<file path="src/rtl/errlog_pkg.sv">
package errlog_pkg;
    localparam int ADDR_W = 3;

    typedef enum logic [ADDR_W-1:0] {
        REG_CMD      = 3'd0,
        REG_MASK     = 3'd1,
        REG_RT_FATAL = 3'd2,
        REG_RT_SERR  = 3'd3,
        REG_RT_IRQ   = 3'd4,
        REG_FIRST    = 3'd5,
        REG_NEXT     = 3'd6,
        REG_SUMM     = 3'd7
    } reg_addr_e;

    localparam int CMD_FATAL_OFF_BIT = 0;
    localparam int SUMM_FIRST_BIT    = 0;
    localparam int SUMM_NEXT_BIT     = 1;
endpackage

</file>
<file path="src/rtl/errlog_cfg.sv">
module errlog_cfg
    import errlog_pkg::*;
#(
    parameter int NSRC = 9,
    parameter int DW   = 16
) (
    input  logic              clk,
    input  logic              rst_n,
    input  logic              we,
    input  logic [ADDR_W-1:0] addr,
    input  logic [DW-1:0]     wdata,
    output logic              fatal_off,
    output logic [NSRC-1:0]   mask,
    output logic [NSRC-1:0]   rt_fatal,
    output logic [NSRC-1:0]   rt_serr,
    output logic [NSRC-1:0]   rt_irq
);
    typedef struct packed {
        logic            off;
        logic [NSRC-1:0] mask;
        logic [NSRC-1:0] rf;
        logic [NSRC-1:0] rs;
        logic [NSRC-1:0] ri;
    } cfg_t;

    cfg_t      cfg_d, cfg_q;
    reg_addr_e sel;

    assign sel = reg_addr_e'(addr);

    always_comb begin
        cfg_d = cfg_q;
        if (we) begin
            case (sel)
                REG_CMD:      cfg_d.off  = wdata[CMD_FATAL_OFF_BIT];
                REG_MASK:     cfg_d.mask = wdata[NSRC-1:0];
                REG_RT_FATAL: cfg_d.rf   = wdata[NSRC-1:0];
                REG_RT_SERR:  cfg_d.rs   = wdata[NSRC-1:0];
                REG_RT_IRQ:   cfg_d.ri   = wdata[NSRC-1:0];
                default:      ;
            endcase
        end
    end

    always_ff @(posedge clk or negedge rst_n) begin
        if (!rst_n) cfg_q <= '0;
        else        cfg_q <= cfg_d;
    end

    assign fatal_off = cfg_q.off;
    assign mask      = cfg_q.mask;
    assign rt_fatal  = cfg_q.rf;
    assign rt_serr   = cfg_q.rs;
    assign rt_irq    = cfg_q.ri;
endmodule

</file>
<file path="src/rtl/errlog_capture.sv">
module errlog_capture #(
    parameter int NSRC = 9
) (
    input  logic            clk,
    input  logic            rst_n,
    input  logic [NSRC-1:0] err,
    input  logic [NSRC-1:0] clr_first,
    input  logic [NSRC-1:0] clr_next,
    output logic [NSRC-1:0] first_q,
    output logic [NSRC-1:0] next_q
);
    typedef struct packed {
        logic [NSRC-1:0] first;
        logic [NSRC-1:0] next;
    } cap_t;

    cap_t            cap_d, cap_q;
    logic [NSRC-1:0] first_kept;
    logic [NSRC-1:0] next_kept;
    logic            occupied;

    always_comb begin
        first_kept = cap_q.first & ~clr_first;
        next_kept  = cap_q.next  & ~clr_next;
        occupied   = |first_kept;
        cap_d.first = first_kept;
        cap_d.next  = next_kept;
        if (occupied) cap_d.next  = next_kept | err;
        else          cap_d.first = err;
    end

    always_ff @(posedge clk or negedge rst_n) begin
        if (!rst_n) cap_q <= '0;
        else        cap_q <= cap_d;
    end

    assign first_q = cap_q.first;
    assign next_q  = cap_q.next;
endmodule

</file>
<file path="src/rtl/errlog_out.sv">
module errlog_out #(
    parameter int NSRC = 9
) (
    input  logic            clk,
    input  logic            rst_n,
    input  logic [NSRC-1:0] first_q,
    input  logic [NSRC-1:0] next_q,
    input  logic [NSRC-1:0] mask,
    input  logic [NSRC-1:0] rt_fatal,
    input  logic [NSRC-1:0] rt_serr,
    input  logic [NSRC-1:0] rt_irq,
    input  logic            fatal_off,
    output logic            fatal_n,
    output logic            serr_n,
    output logic            irq
);
    typedef struct packed {
        logic fatal_n;
        logic serr_n;
        logic irq;
    } sig_t;

    localparam sig_t SIG_IDLE = '{fatal_n: 1'b1, serr_n: 1'b1, irq: 1'b0};

    sig_t            sig_d, sig_q;
    logic [NSRC-1:0] live;

    always_comb begin
        live          = (first_q | next_q) & ~mask;
        sig_d.fatal_n = !(!fatal_off && |(live & rt_fatal));
        sig_d.serr_n  = !(|(live & rt_serr));
        sig_d.irq     = |(live & rt_irq);
    end

    always_ff @(posedge clk or negedge rst_n) begin
        if (!rst_n) sig_q <= SIG_IDLE;
        else        sig_q <= sig_d;
    end

    assign fatal_n = sig_q.fatal_n;
    assign serr_n  = sig_q.serr_n;
    assign irq     = sig_q.irq;
endmodule

</file>
<file path="src/rtl/errlog_steer.sv">
module errlog_steer
    import errlog_pkg::*;
#(
    parameter int NSRC = 9,
    parameter int DW   = 16
) (
    input  logic              clk,
    input  logic              rst_n,
    input  logic [NSRC-1:0]   err_pulse,
    input  logic [ADDR_W-1:0] reg_addr,
    input  logic              reg_we,
    input  logic [DW-1:0]     reg_wdata,
    output logic [DW-1:0]     reg_rdata,
    output logic              fatal_n,
    output logic              serr_n,
    output logic              irq
);
    localparam int PAD = DW - NSRC;

    logic            fatal_off;
    logic [NSRC-1:0] mask, rt_fatal, rt_serr, rt_irq;
    logic [NSRC-1:0] first_q, next_q;
    logic [NSRC-1:0] clr_first, clr_next;
    reg_addr_e       sel;

    assign sel       = reg_addr_e'(reg_addr);
    assign clr_first = (reg_we && sel == REG_FIRST) ? reg_wdata[NSRC-1:0] : '0;
    assign clr_next  = (reg_we && sel == REG_NEXT)  ? reg_wdata[NSRC-1:0] : '0;

    errlog_cfg #(.NSRC(NSRC), .DW(DW)) u_cfg (
        .clk(clk), .rst_n(rst_n), .we(reg_we), .addr(reg_addr),
        .wdata(reg_wdata), .fatal_off(fatal_off), .mask(mask),
        .rt_fatal(rt_fatal), .rt_serr(rt_serr), .rt_irq(rt_irq)
    );

    errlog_capture #(.NSRC(NSRC)) u_cap (
        .clk(clk), .rst_n(rst_n), .err(err_pulse),
        .clr_first(clr_first), .clr_next(clr_next),
        .first_q(first_q), .next_q(next_q)
    );

    errlog_out #(.NSRC(NSRC)) u_out (
        .clk(clk), .rst_n(rst_n), .first_q(first_q), .next_q(next_q),
        .mask(mask), .rt_fatal(rt_fatal), .rt_serr(rt_serr),
        .rt_irq(rt_irq), .fatal_off(fatal_off),
        .fatal_n(fatal_n), .serr_n(serr_n), .irq(irq)
    );

    always_comb begin
        reg_rdata = '0;
        case (sel)
            REG_CMD:      reg_rdata[CMD_FATAL_OFF_BIT] = fatal_off;
            REG_MASK:     reg_rdata = {{PAD{1'b0}}, mask};
            REG_RT_FATAL: reg_rdata = {{PAD{1'b0}}, rt_fatal};
            REG_RT_SERR:  reg_rdata = {{PAD{1'b0}}, rt_serr};
            REG_RT_IRQ:   reg_rdata = {{PAD{1'b0}}, rt_irq};
            REG_FIRST:    reg_rdata = {{PAD{1'b0}}, first_q};
            REG_NEXT:     reg_rdata = {{PAD{1'b0}}, next_q};
            REG_SUMM: begin
                reg_rdata[SUMM_FIRST_BIT] = |first_q;
                reg_rdata[SUMM_NEXT_BIT]  = |next_q;
            end
            default:      reg_rdata = '0;
        endcase
    end
endmodule

</file>
<file path="config.mk">
export PLATFORM = sky130hd
export DESIGN_NAME = errlog_steer
export DESIGN_NICKNAME = d
export VERILOG_FILES = /design/src/rtl/errlog_pkg.sv /design/src/rtl/errlog_cfg.sv /design/src/rtl/errlog_capture.sv /design/src/rtl/errlog_out.sv /design/src/rtl/errlog_steer.sv
export SDC_FILE = /design/constraint.sdc
export NUM_CORES = 1
export LEC_CHECK = 0
export ABC_CLOCK_PERIOD_IN_PS = 2300
export BUFFER_PORTS_ARGS = -buffer_cell sky130_fd_sc_hd__clkbuf_2
export CORE_MARGIN = 5
export CORE_UTILIZATION = 50
export CTS_CLUSTER_SIZE = 12
export DETAILED_ROUTE_END_ITERATION = 7
export HOLD_SLACK_MARGIN = 0.15
export PLACE_DENSITY = 0.72
export SETUP_SLACK_MARGIN = 0.2
export SYNTH_ARGS = -nofsm -noshare
export SYNTH_HDL_FRONTEND = slang
export SYNTH_SLANG_ARGS = --single-unit
export TNS_END_PERCENT = 1
</file>
<file path="constraint.sdc">
create_clock -name clk -period 2.3 [get_ports clk]
set_input_delay 0.345 -clock clk [delete_from_list [all_inputs] [get_ports clk]]
set_output_delay 0.345 -clock clk [all_outputs]
set_load 0.01 [all_outputs]
</file>
After elaboration in Yosys (flattened, before gate mapping) --
Index checks and enable logic that the tools add are counted. Widths: inputs -> output; s select.
Storage, ports and cells: register bits after elaboration 58, bits of input ports 31, output and inout port bits 19, word-level logic and storage cells 53
Operators by class: equal/unequal tests 7, muxes and demuxes 7, bitwise operators 11, reductions and logical operators 18
Operators with widths (count):
- $and 9x9->9 | 6
- $reduce_or 9->1 | 6
- $pmux 7 s6 | 1
- $mux 9 | 4
- $not 9->9 | 3
- $or 9x9->9 | 2
- $eq 3x3->1 const B | 4
- $reduce_and 2->1 | 5
- $pmux 1 s8 | 1
- $pmux 1 s7 | 1
- $eq 3x2->1 const B | 2
- $eq 3x1->1 const B | 1
- $logic_and 1x1->1 | 3
- $logic_not 1->1 | 3
- $logic_not 3->1 | 1

Logic depth before layout (Yosys ltp) --
Gate-level depths: netlist (run 1).
depth after elaboration 7, gate-level depth with buffers 8, gate-level depth less buffers 5

Modules after synthesis --
Synthesis (run 1) repeated with hierarchy kept, for this count alone.
Second synthesis, totals: cells, all modules 272, area total of the unflattened synthesis 3295.7 µm²
Modules (own cells, without submodules):
- errlog_cfg | times used 1, cells each 82, area an instance 1471.4 µm², sequential area each 925.9 µm²
- errlog_steer | times used 1, cells each 99, area an instance 782.0 µm², sequential area each 0.0 µm²
- errlog_capture | times used 1, cells each 60, area an instance 740.7 µm², sequential area each 450.4 µm²
- errlog_out | times used 1, cells each 31, area an instance 301.5 µm², sequential area each 77.6 µm²

Least setup slack after synthesis (run 1) --
Ideal clock, no wire load.
path type input -> output, start point input reg_addr[0], end point output reg_rdata[0], arrival 1.379 ns, required time 1.955 ns, path slack 0.576 ns, cell stages on the path 6, path buffers 2, path through buf_2 buf_1 nand2_1 a31oi_1 nor3_1 o21ai_0
On the way: word-level cells in the longest chain between the ends 2, elaborated cells between the ends (all ways) 9, classes of those cells eq/ne (7); mux (1); reduce/logical (1)
RTL lines:
- start: declaration | line errlog_steer.sv:10 | input logic [ADDR_W-1:0] reg_addr,
- $eq 3x3->1 (tied with other cells) | line errlog_steer.sv:51 | case (sel)
- $pmux 1 s8 * | line errlog_steer.sv:51
- end: declaration | line errlog_steer.sv:13 | output logic [DW-1:0] reg_rdata,
Mark *: on every way between the ends. The rest lies on a longest branch, timed or not.

Worst setup path in the final report (run 1) --
start point input reg_addr[2], end point output reg_rdata[5]
On the way: word-level cells in the longest chain between the ends 2, elaborated cells between the ends (all ways) 7, classes of those cells eq/ne (6); mux (1)
RTL lines (line):
- $eq 3x3->1 (tied with other cells) | errlog_steer.sv:51
- $pmux 7 s6 * | errlog_steer.sv:51
Marks and branches as above.

==> results of run 1 <==
==> cell families after synthesis <==
| family | synth area share |
|---|---|
| flops | 0.481 |
| mux | 0.169 |
| buf+inv | 0.0381 |
| other cells | 0.00124 |
| compound gates | 0.194 |
| simple gates | 0.116 |
==> layout make-up <==
type / count / area [um^2]
clock buffers: 11 / 151
multi-input cells: 198 / 1490
clock inverters: 5 / 100
repair buffers: 53 / 325
flip-flops and latches: 58 / 1460
fillers: 494 / 2270
inverters: 1 / 3.75
well taps: 75 / 93.8
==> synth_stat cells, types with 2 or more instances <==
library cell	instances	area, um^2
dfrtp_1	56	1400
mux2_2	41	462
nor2_1	31	116
nand2_1	15	56.3
a22o_1	13	114
a22oi_1	10	75.1
a21o_1	9	67.6
a221oi_1	9	78.8
buf_4	8	60.1
a21oi_1	7	35.0
a21boi_1	5	37.5
mux2i_1	5	50.1
nor2b_1	5	31.3
nor3_1	5	25.0
clkbuf_1	3	11.3
nand2b_1	3	18.8
o21ai_0	3	15.0
a21boi_0	2	15.0
a221o_1	2	20.0
a222oi_1	2	20.0
a31oi_1	2	12.5
a32oi_1	2	17.5
buf_1	2	7.51
buf_2	2	10.0
buf_6	2	22.5
dfstp_2	2	52.6
nand3_1	2	10.0
nor4_1	2	12.5
==> cells in the final DEF, fill, tap and decap left out, drive strengths merged, types with 2 or more instances in the layout <==
cell	instances
a21boi	9
a21o	9
a21oi	7
a221o	2
a221oi	9
a222oi	2
a22o	13
a22oi	10
a31oi	2
a32oi	2
buf	17
bufinv	3
clkbuf	46
clkinv	2
conb	7
dfrtp	56
dfstp	2
mux2	41
mux2i	5
nand2	15
nand2b	3
nand3	3
nor2	32
nor2b	5
nor3	6
nor4	3
o21ai	3
==> worst min path at each step <==
stage | start | to | cells past startpoint
after global placement | rst_n | u_cap.next_q[0]$_DFF_PN0_ | 1
after floorplan | rst_n | u_cap.first_q[0]$_DFF_PN0_ | 0
after detailed placement | rst_n | u_cap.first_q[0]$_DFF_PN0_ | 1
after global routing | err_pulse[4] | u_cap.first_q[4]$_DFF_PN0_ | 2
final | err_pulse[4] | u_cap.first_q[4]$_DFF_PN0_ | 2
after CTS | err_pulse[4] | u_cap.first_q[4]$_DFF_PN0_ | 2
==> per-layer routing <==
layer,wire (um),track usage,share of wire,up-vias
li1,-,-,-,1104
met1,3430,0.306,0.43,1245
met2,3750,0.345,0.47,125
met3,751,0.0706,0.093,14
met4,131,0.0669,0.016,0
met5,0,0,0,-
==> timing repair <==
action,CTS,global route
gates resized for setup,1,4
hold endpoints to repair,20,0
buffers inserted,0,2
hold buffers,1,0
pin swaps,0,3
setup endpoints to repair,1,2
==> worst reg2reg max path, stage by stage (launching register included) <==
cell and delay (ns):
dfrtp_2 0.44, a21boi_2 0.19, nor4_4 0.30, and3_1 0.44, a21o_1 0.18
==> stage by stage <==
stage | instances | utilization | setup slack [ns] | cell area [um^2]
2_1_floorplan | 274 | - | 0.576 | 3040
3_3_place_gp | 382 | 0.565 | 0.250 | 3330
3_5_place_dp | 382 | 0.565 | 0.231 | 3330
4_1_cts | 399 | 0.611 | 0.232 | 3590
5_1_grt | 401 | 0.615 | 0.178 | 3620
6_report | 401 | 0.615 | 0.286 | 3620
==> where the power goes <==
part           switching, uW  internal, uW  leakage [uW]  total [uW]
Clock                    392           775      0.000129        1170
Combinational            452           479      0.000832         931
Sequential               251          1270      0.000665        1530
Total                   1090          2530       0.00163        3620
==> sequential cells by signal, indices dropped and copies added, names as in the netlist <==
register	flops
u_cap.first_q	9
u_cap.next_q	9
u_cfg.fatal_off	1
u_cfg.mask	9
u_cfg.rt_fatal	9
u_cfg.rt_irq	9
u_cfg.rt_serr	9
u_out.fatal_n	1
u_out.irq	1
u_out.serr_n	1
==> results.json, run 1 <==
{
  "status": "complete, no violations",
  "min_period_ns": 2.01,
  "drt_wl_total_mm": 8.06,
  "insertion_delay_ns": 0.34,
  "syn_to_final_growth_pct": 19.8,
  "cts_sinks": 58,
  "wl_per_cell_um": 20.1,
  "dr.pass1.iters": 5,
  "synth_edf_count": 0,
  "p_leak_uw": 0.00163,
  "overflow": 0,
  "yosysSeqAreaShare": 0.481,
  "critical-path-max-stage-delay_ns": 0.25,
  "async_flop_share": 1.00,
  "setup_viol": 0,
  "port_buffers": 35,
  "cpMaxStageDelayCell": "nor2b_1",
  "h-tree-depth": 3,
  "die_x_um": 87.7,
  "ff2ff_path_depth": 4,
  "drive_gt1_frac": 0.371,
  "vdd.ir_drop.worst_uv": 785,
  "worstPathRequired_ns": 1.96,
  "clk_pin_slew_ns": 0.07,
  "setup.worst_path.end": "reg_rdata[5]",
  "crit_arrival_ns": 1.67,
  "dieArea_um2": 7690,
  "fin_hold_ws_ns": 0.221,
  "antenna_found_initial": 0,
  "critPathKind": "in2out",
  "detail-route-antenna-nets": 0,
  "finalPower_uw": 3620,
  "via_per_inst": 6.20,
  "drc": 0,
  "start_util": 0.513,
  "place.gp.congestion": 0.945,
  "grt_pass1_wl_mm": 12.8,
  "fin_crit_sh": 0.876,
  "reg2reg_from": "u_cap.first_q[5]$_DFF_PN0_",
  "synthCells": 268,
  "tns_ns": 0,
  "slew_headroom": 0.600,
  "numCtsBuffers": 9,
  "grt_pass1_vias": 2359,
  "synth.avg_cell_area_um2": 11.3,
  "pin_count": 50,
  "fin_nets": 352,
  "fin_worst_skew_ns": 0.00739,
  "initialDrtViolationCount": 276,
  "ys_warn_count": 0,
  "synth_seq_cells": 58,
  "worstSetupPathDepth": 7,
  "place_hpwl_mm": 6.02,
  "rsz0062_at_grt": "yes",
  "drv_slew": 0,
  "drv_cap": 0,
  "synthFlopType": "dfrtp_1",
  "cts_tree": "built",
  "cts_root_buf": "clkbuf_8",
  "path_max_fanout": 13,
  "vias": 2488,
  "die_y_um": 87.7,
  "critPathLaunchType": "input pin",
  "fmaxAchievable_mhz": 497,
  "end_kind": "output port",
  "hp-class": "in2reg",
  "critPathBufInv": 4,
  "clockBufferDepth": 2,
  "synth.distinct_cells": 46,
  "crit_chain": "clkbuf_2 > buf_4 > nor2b_1 > buf_4 > a221oi_1 > o21ai_0 > clkbuf_2",
  "core.rowCount": 28,
  "core_um2": 5890,
  "r2r_slack_ns": 0.69,
  "finalHoldViolCount": 0,
  "grt_start_max_net_pins": 37,
  "r2r-end": "u_cap.first_q[7]$_DFF_PN0_",
  "startpoint": "reg_addr[2]",
  "mappedNetlistArea_um2": 3020,
  "power_density_nw_per_um2": 1000,
  "worst_slew_pin_slew_ns": 0.600,
  "diodes": 0,
  "cp_top_family": "buffers and inverters",
  "grt_util_all_layers": 0.224
}
No activity file was read; power rests on OpenSTA's default activity.
==> run 2: changes to the inputs <==
PLACE_DENSITY = 0.83   (was 0.72)
==> run 2 against run 1 <==
Compared with the run above:
- core utilization is 0.89 points lower
- via count is 0.16% lower
- first-iteration DRC count is 28% higher
- fmax is 0.15% lower
- cell area is 1.5% lower
- routed wire length is 0.67% higher
- critical endpoint is now reg_rdata[0]
==> results.json, run 2 (synthesis gave the netlist of run 1 again) <==
{
  "regArea_um2": 1450,
  "worstPathRequired_ns": 1.96,
  "drv_cap": 0,
  "combPwrFrac": 0.253,
  "critPathKind": "reg2out",
  "fin_hold_ws_ns": 0.222,
  "placed_area_um2": 3310,
  "diodes": 0,
  "crit_chain": "nor4_2 > a31oi_1 > nor3_1 > o21ai_0 > clkbuf_2",
  "grt_pass1_wl_mm": 13.2,
  "grt_util_all_layers": 0.231,
  "path_max_fanout": 4,
  "core.rowCount": 28,
  "start_util": 0.513,
  "critPathBufInv": 1,
  "nFillCells": 484,
  "die_x_um": 87.7,
  "vias": 2484,
  "critical-path-max-stage-delay_ns": 0.42,
  "status": "complete, no violations",
  "grt_start_max_net_pins": 36,
  "p_leak_uw": 0.00160,
  "port_buffers": 35,
  "grt_pass1_vias": 2523,
  "clkPwrFrac": 0.315,
  "vdd.ir_drop.worst_uv": 574,
  "tns_ns": 0,
  "slew_headroom": 0.579,
  "worst_slew_pin_slew_ns": 0.631,
  "reg2reg_from": "u_cap.first_q[7]$_DFF_PN0_",
  "die_y_um": 87.7,
  "detail-route-antenna-nets": 0,
  "cts_root_buf": "clkbuf_8",
  "pin_count": 50,
  "drt_wl_total_mm": 8.12,
  "rsz0062_at_grt": "yes",
  "power_switching_uw": 1110,
  "intPower_uw": 2420,
  "final_area_um2": 3570,
  "fmaxAchievable_mhz": 496,
  "mostFrequentLayoutCell": "dfrtp_1",
  "min_period_ns": 2.02,
  "fin_worst_skew_ns": 0.00919,
  "drv_slew": 0,
  "core_um2": 5890,
  "fin_nets": 348,
  "clk_pin_slew_ns": 0.07,
  "critPathLaunchType": "flop",
  "final_cell_mix": "dfrtp_1, mux2_2, clkbuf_2",
  "fin_crit_sh": 0.877,
  "power_density_nw_per_um2": 989,
  "antenna_found_initial": 0,
  "wl_per_cell_um": 20.4,
  "multi_input_area_um2": 1480,
  "crit_arrival_ns": 1.67,
  "clockBufferDepth": 2,
  "initialDrtViolationCount": 354,
  "cts_sinks": 58,
  "p_sw_frac": 0.315,
  "drc": 0,
  "dieArea_um2": 7690,
  "hp-class": "in2reg",
  "dr.pass1.iters": 5,
  "hold_start": "err_pulse[2]",
  "place.gp.congestion": 0.987,
  "h-tree-depth": 3,
  "startpoint": "u_cap.first_q[4]$_DFF_PN0_",
  "via_per_inst": 6.26,
  "drive_gt1_frac": 0.360,
  "p_seq_frac": 0.432,
  "cp_top_family": "simple AND/OR/NAND/NOR gates",
  "overflow": 0,
  "insertion_delay_ns": 0.34,
  "cts_tree": "built",
  "syn_to_final_growth_pct": 18.1,
  "numCtsBuffers": 9,
  "end_kind": "output port",
  "setup_viol": 0,
  "place_hpwl_mm": 5.94,
  "finalHoldViolCount": 0,
  "cpMaxStageDelayCell": "dfrtp_1",
  "postCtsSetupBuffers": 0
}
## run 2: cell types whose count changed in the layout (fill, tap and decap cells not counted), sizes merged
cell	change
clkinv	-1
clkinvlp	+1
clkbuf	+1
bufinv	-1
buf	-4
## run 2: area by class of cell
class,instances,area share
clock buffer,12,0.0463
clock inverter,4,0.0203
inverter,1,0.00105
multi-input combinational,198,0.416
sequential,58,0.408
tap,75,0.0263
timing repair buffer,49,0.0828
## run 2: final timing paths
path / endpoint / slack [ns] / cells past startpoint
setup reg to reg: u_cap.first_q[0]$_DFF_PN0_ / 0.74 / 4
max in group asynchronous: u_cfg.rt_fatal[8]$_DFFE_PN0P_ / 1.13 / 3
hold reg to reg: u_out.serr_n$_DFF_PN1_ / 0.51 / 1
hold / removal: u_cap.first_q[2]$_DFF_PN0_ / 0.22 / 2
min in group asynchronous: u_cfg.mask[1]$_DFFE_PN0P_ / 0.55 / 2
setup / recovery: reg_rdata[0] / 0.28 / 5
## run 2: repair_timing
item	in CTS	in global routing
hold buffers	1	0
gates resized for setup	1	1
endpoints found under the hold margin	21	0
endpoints found under the setup margin	1	6
## run 2: metal layers
metal	GRT usage	vias up	wire (um)
met4	0.116	0	248
met3	0.0546	21	712
met1	0.309	1224	3330
li1	-	1096	-
met2	0.350	143	3830
met5	0	-	0
## run 2: worst register-to-register path, delay by kind of cell (launching register included)
family          cells  cell delay, ns
flops               1            0.42
compound gates      2            0.35
simple gates        2            0.74
## run 2: stage by stage
step	worst slack, ns	power (uW)	cells	utilization
after floorplan	0.576	2090	274	-
after global placement	0.247	2360	380	0.563
after detailed placement	0.211	2400	380	0.563
after CTS	0.216	3530	397	0.606
after global routing	0.200	3700	397	0.606
final	0.283	3530	397	0.606
## run 2: power groups by stage
stage	sequential [uW]	clock, uW	combinational, uW
floorplan	1440	0	650
detailed placement	1520	0	879
global placement	1510	0	849
global route	1540	1180	978
CTS	1510	1130	890
finish	1520	1110	893
==> run 3: changes to the inputs <==
ABC_CLOCK_PERIOD_IN_PS = 2430   (was 2300)
clock period = 2.43 ns   (was 2.3 ns; I/O delays follow)
==> run 3 against run 2 <==
Compared with the run above:
- power shrank 8.7%
- register-to-register slack gained 0.04 ns
- core utilization fell by 0.36 points
- count of clock-buffer cells in the layout up 1
- first-iteration DRC count fell by 8.5%
- combinational power fell by 4.1%
- sequential share of layout area up 0.24 points
- critical path type is now in2out
- largest power group unchanged
- clock power shrank 16%
==> results.json, run 3 (synthesis gave the netlist of run 1 again) <==
{
  "intPower_uw": 2180,
  "layout.cells.non_filler": 398,
  "utilization": 0.602,
  "grt_pass1_vias": 2412,
  "power_switching_uw": 1040,
  "critPathLaunchType": "input pin",
  "vias": 2531,
  "wl_per_cell_um": 21.0,
  "clkPwrFrac": 0.288,
  "core_um2": 5890,
  "slew_headroom": 0.529,
  "cts_sinks": 58,
  "finalPower_uw": 3220,
  "via_per_inst": 6.36,
  "setup_viol": 0,
  "fin_crit_sh": 0.873,
  "drv_slew": 0,
  "finalHoldViolCount": 0,
  "die_x_um": 87.7,
  "fin_worst_skew_ns": 0.00990,
  "cts_root_buf": "clkbuf_8",
  "port_buffers": 35,
  "grt_util_all_layers": 0.239,
  "numCtsBuffers": 9,
  "cts_tree": "built",
  "place.gp.congestion": 1.05,
  "p_leak_uw": 0.00159,
  "crit_arrival_ns": 1.76,
  "clk_pin_slew_ns": 0.07,
  "drive_gt1_frac": 0.356,
  "syn_to_final_growth_pct": 17.4,
  "p_sw_frac": 0.323,
  "grt_start_max_net_pins": 34,
  "drv_cap": 0,
  "final_cell_mix": "dfrtp_1, mux2_2, clkbuf_2",
  "worst_slew_pin_slew_ns": 0.707,
  "grt_pass1_wl_mm": 13.5,
  "critPathKind": "in2out",
  "rsz0062_at_grt": "no",
  "drt_wl_total_mm": 8.35,
  "start_util": 0.513,
  "pin_count": 50,
  "dr.pass1.iters": 5,
  "core.rowCount": 28,
  "die_y_um": 87.7,
  "drc": 0,
  "dieArea_um2": 7690,
  "h-tree-depth": 3,
  "status": "complete, no violations",
  "r2r_slack_ns": 0.78,
  "tns_ns": 0,
  "diodes": 0,
  "antenna_found_initial": 0,
  "hp-class": "in2reg",
  "power_density_nw_per_um2": 908,
  "post-place-cells": 382,
  "insertion_delay_ns": 0.35,
  "initialDrtViolationCount": 324,
  "clockBufferDepth": 2,
  "vdd.ir_drop.worst_uv": 452,
  "place_hpwl_mm": 6.09,
  "end_kind": "output port",
  "fmaxAchievable_mhz": 472,
  "min_period_ns": 2.12,
  "p_seq_frac": 0.446,
  "fin_nets": 350,
  "detail-route-antenna-nets": 0,
  "worstPathRequired_ns": 2.07,
  "combPwrFrac": 0.266,
  "path_max_fanout": 10,
  "mostFrequentLayoutCell": "dfrtp_1",
  "overflow": 0
}
## run 3: cell types whose count changed in the layout (fill, tap and decap cells not counted), sizes merged
cell / previous run / this run
buf: 13 / 15
clkinvlp: 1 / 0
bufinv: 2 / 1
clkbuf: 47 / 48
## run 3: path summary, 6_finish.rpt
path                                         startpoint                            to  cells after the start
max in group asynchronous                         rst_n  u_cfg.rt_serr[8]$_DFFE_PN0P_                      3
min                                        err_pulse[3]    u_cap.first_q[3]$_DFF_PN0_                      2
max reg2reg                  u_cap.first_q[7]$_DFF_PN0_    u_cap.first_q[5]$_DFF_PN0_                      4
min in group asynchronous                         rst_n     u_cfg.mask[1]$_DFFE_PN0P_                      2
max                                         reg_addr[1]                  reg_rdata[3]                      7
min reg2reg                u_cfg.rt_serr[7]$_DFFE_PN0P_        u_out.serr_n$_DFF_PN1_                      1
## run 3: worst max-delay path, stage by stage
cell	delay (ns)
clkbuf_2	0.17
inv_1	0.26
nor2_1	0.16
a221oi_1	0.27
a21oi_1	0.08
a311o_1	0.31
clkbuf_2	0.14
## run 3: area by class of cell
class | count | area, um^2
repair buffers | 51 | 310
fillers | 488 | 2340
multi-input cells | 198 | 1480
well taps | 75 | 93.8
clock inverters | 2 | 35.0
inverters | 1 | 3.75
flip-flops and latches | 58 | 1450
clock buffers | 13 | 169
## run 3: through the flow
| step | hold WS, ns | instance area [um^2] | setup WS, ns |
|---|---|---|---|
| final | 0.238 | 3550 | 0.309 |
| after global routing | 0.226 | 3550 | 0.259 |
| after CTS | 0.222 | 3540 | 0.271 |
| after detailed placement | 0.433 | 3330 | 0.249 |
| after global placement | 0.420 | 3330 | 0.330 |
| after floorplan | 0.0689 | 3040 | 0.667 |
## run 3: repair_timing
action / CTS / global route
setup endpoints to repair: 0 / 1
gates resized for setup: 0 / 1
setup buffers: 0 / 0
endpoints found under the hold margin: 23 / 0
hold buffers: 1 / 0
## run 3: layer usage
| metal | track usage | wire (um) | vias to the layer above |
|---|---|---|---|
| met4 | 0.0921 | 189 | 0 |
| met2 | 0.364 | 3890 | 147 |
| met1 | 0.330 | 3520 | 1253 |
| met3 | 0.0593 | 746 | 28 |
| met5 | 0 | 0 | - |
| li1 | - | - | 1103 |
## run 3: power groups by stage
| stage | Clock, uW | Sequential, uW | Combinational [uW] |
|---|---|---|---|
| 2_1_floorplan | 0 | 1360 | 615 |
| 3_3_place_gp | 0 | 1430 | 813 |
| 3_5_place_dp | 0 | 1440 | 837 |
| 4_1_cts | 948 | 1420 | 846 |
| 5_1_grt | 987 | 1460 | 929 |
| 6_report | 929 | 1440 | 856 |
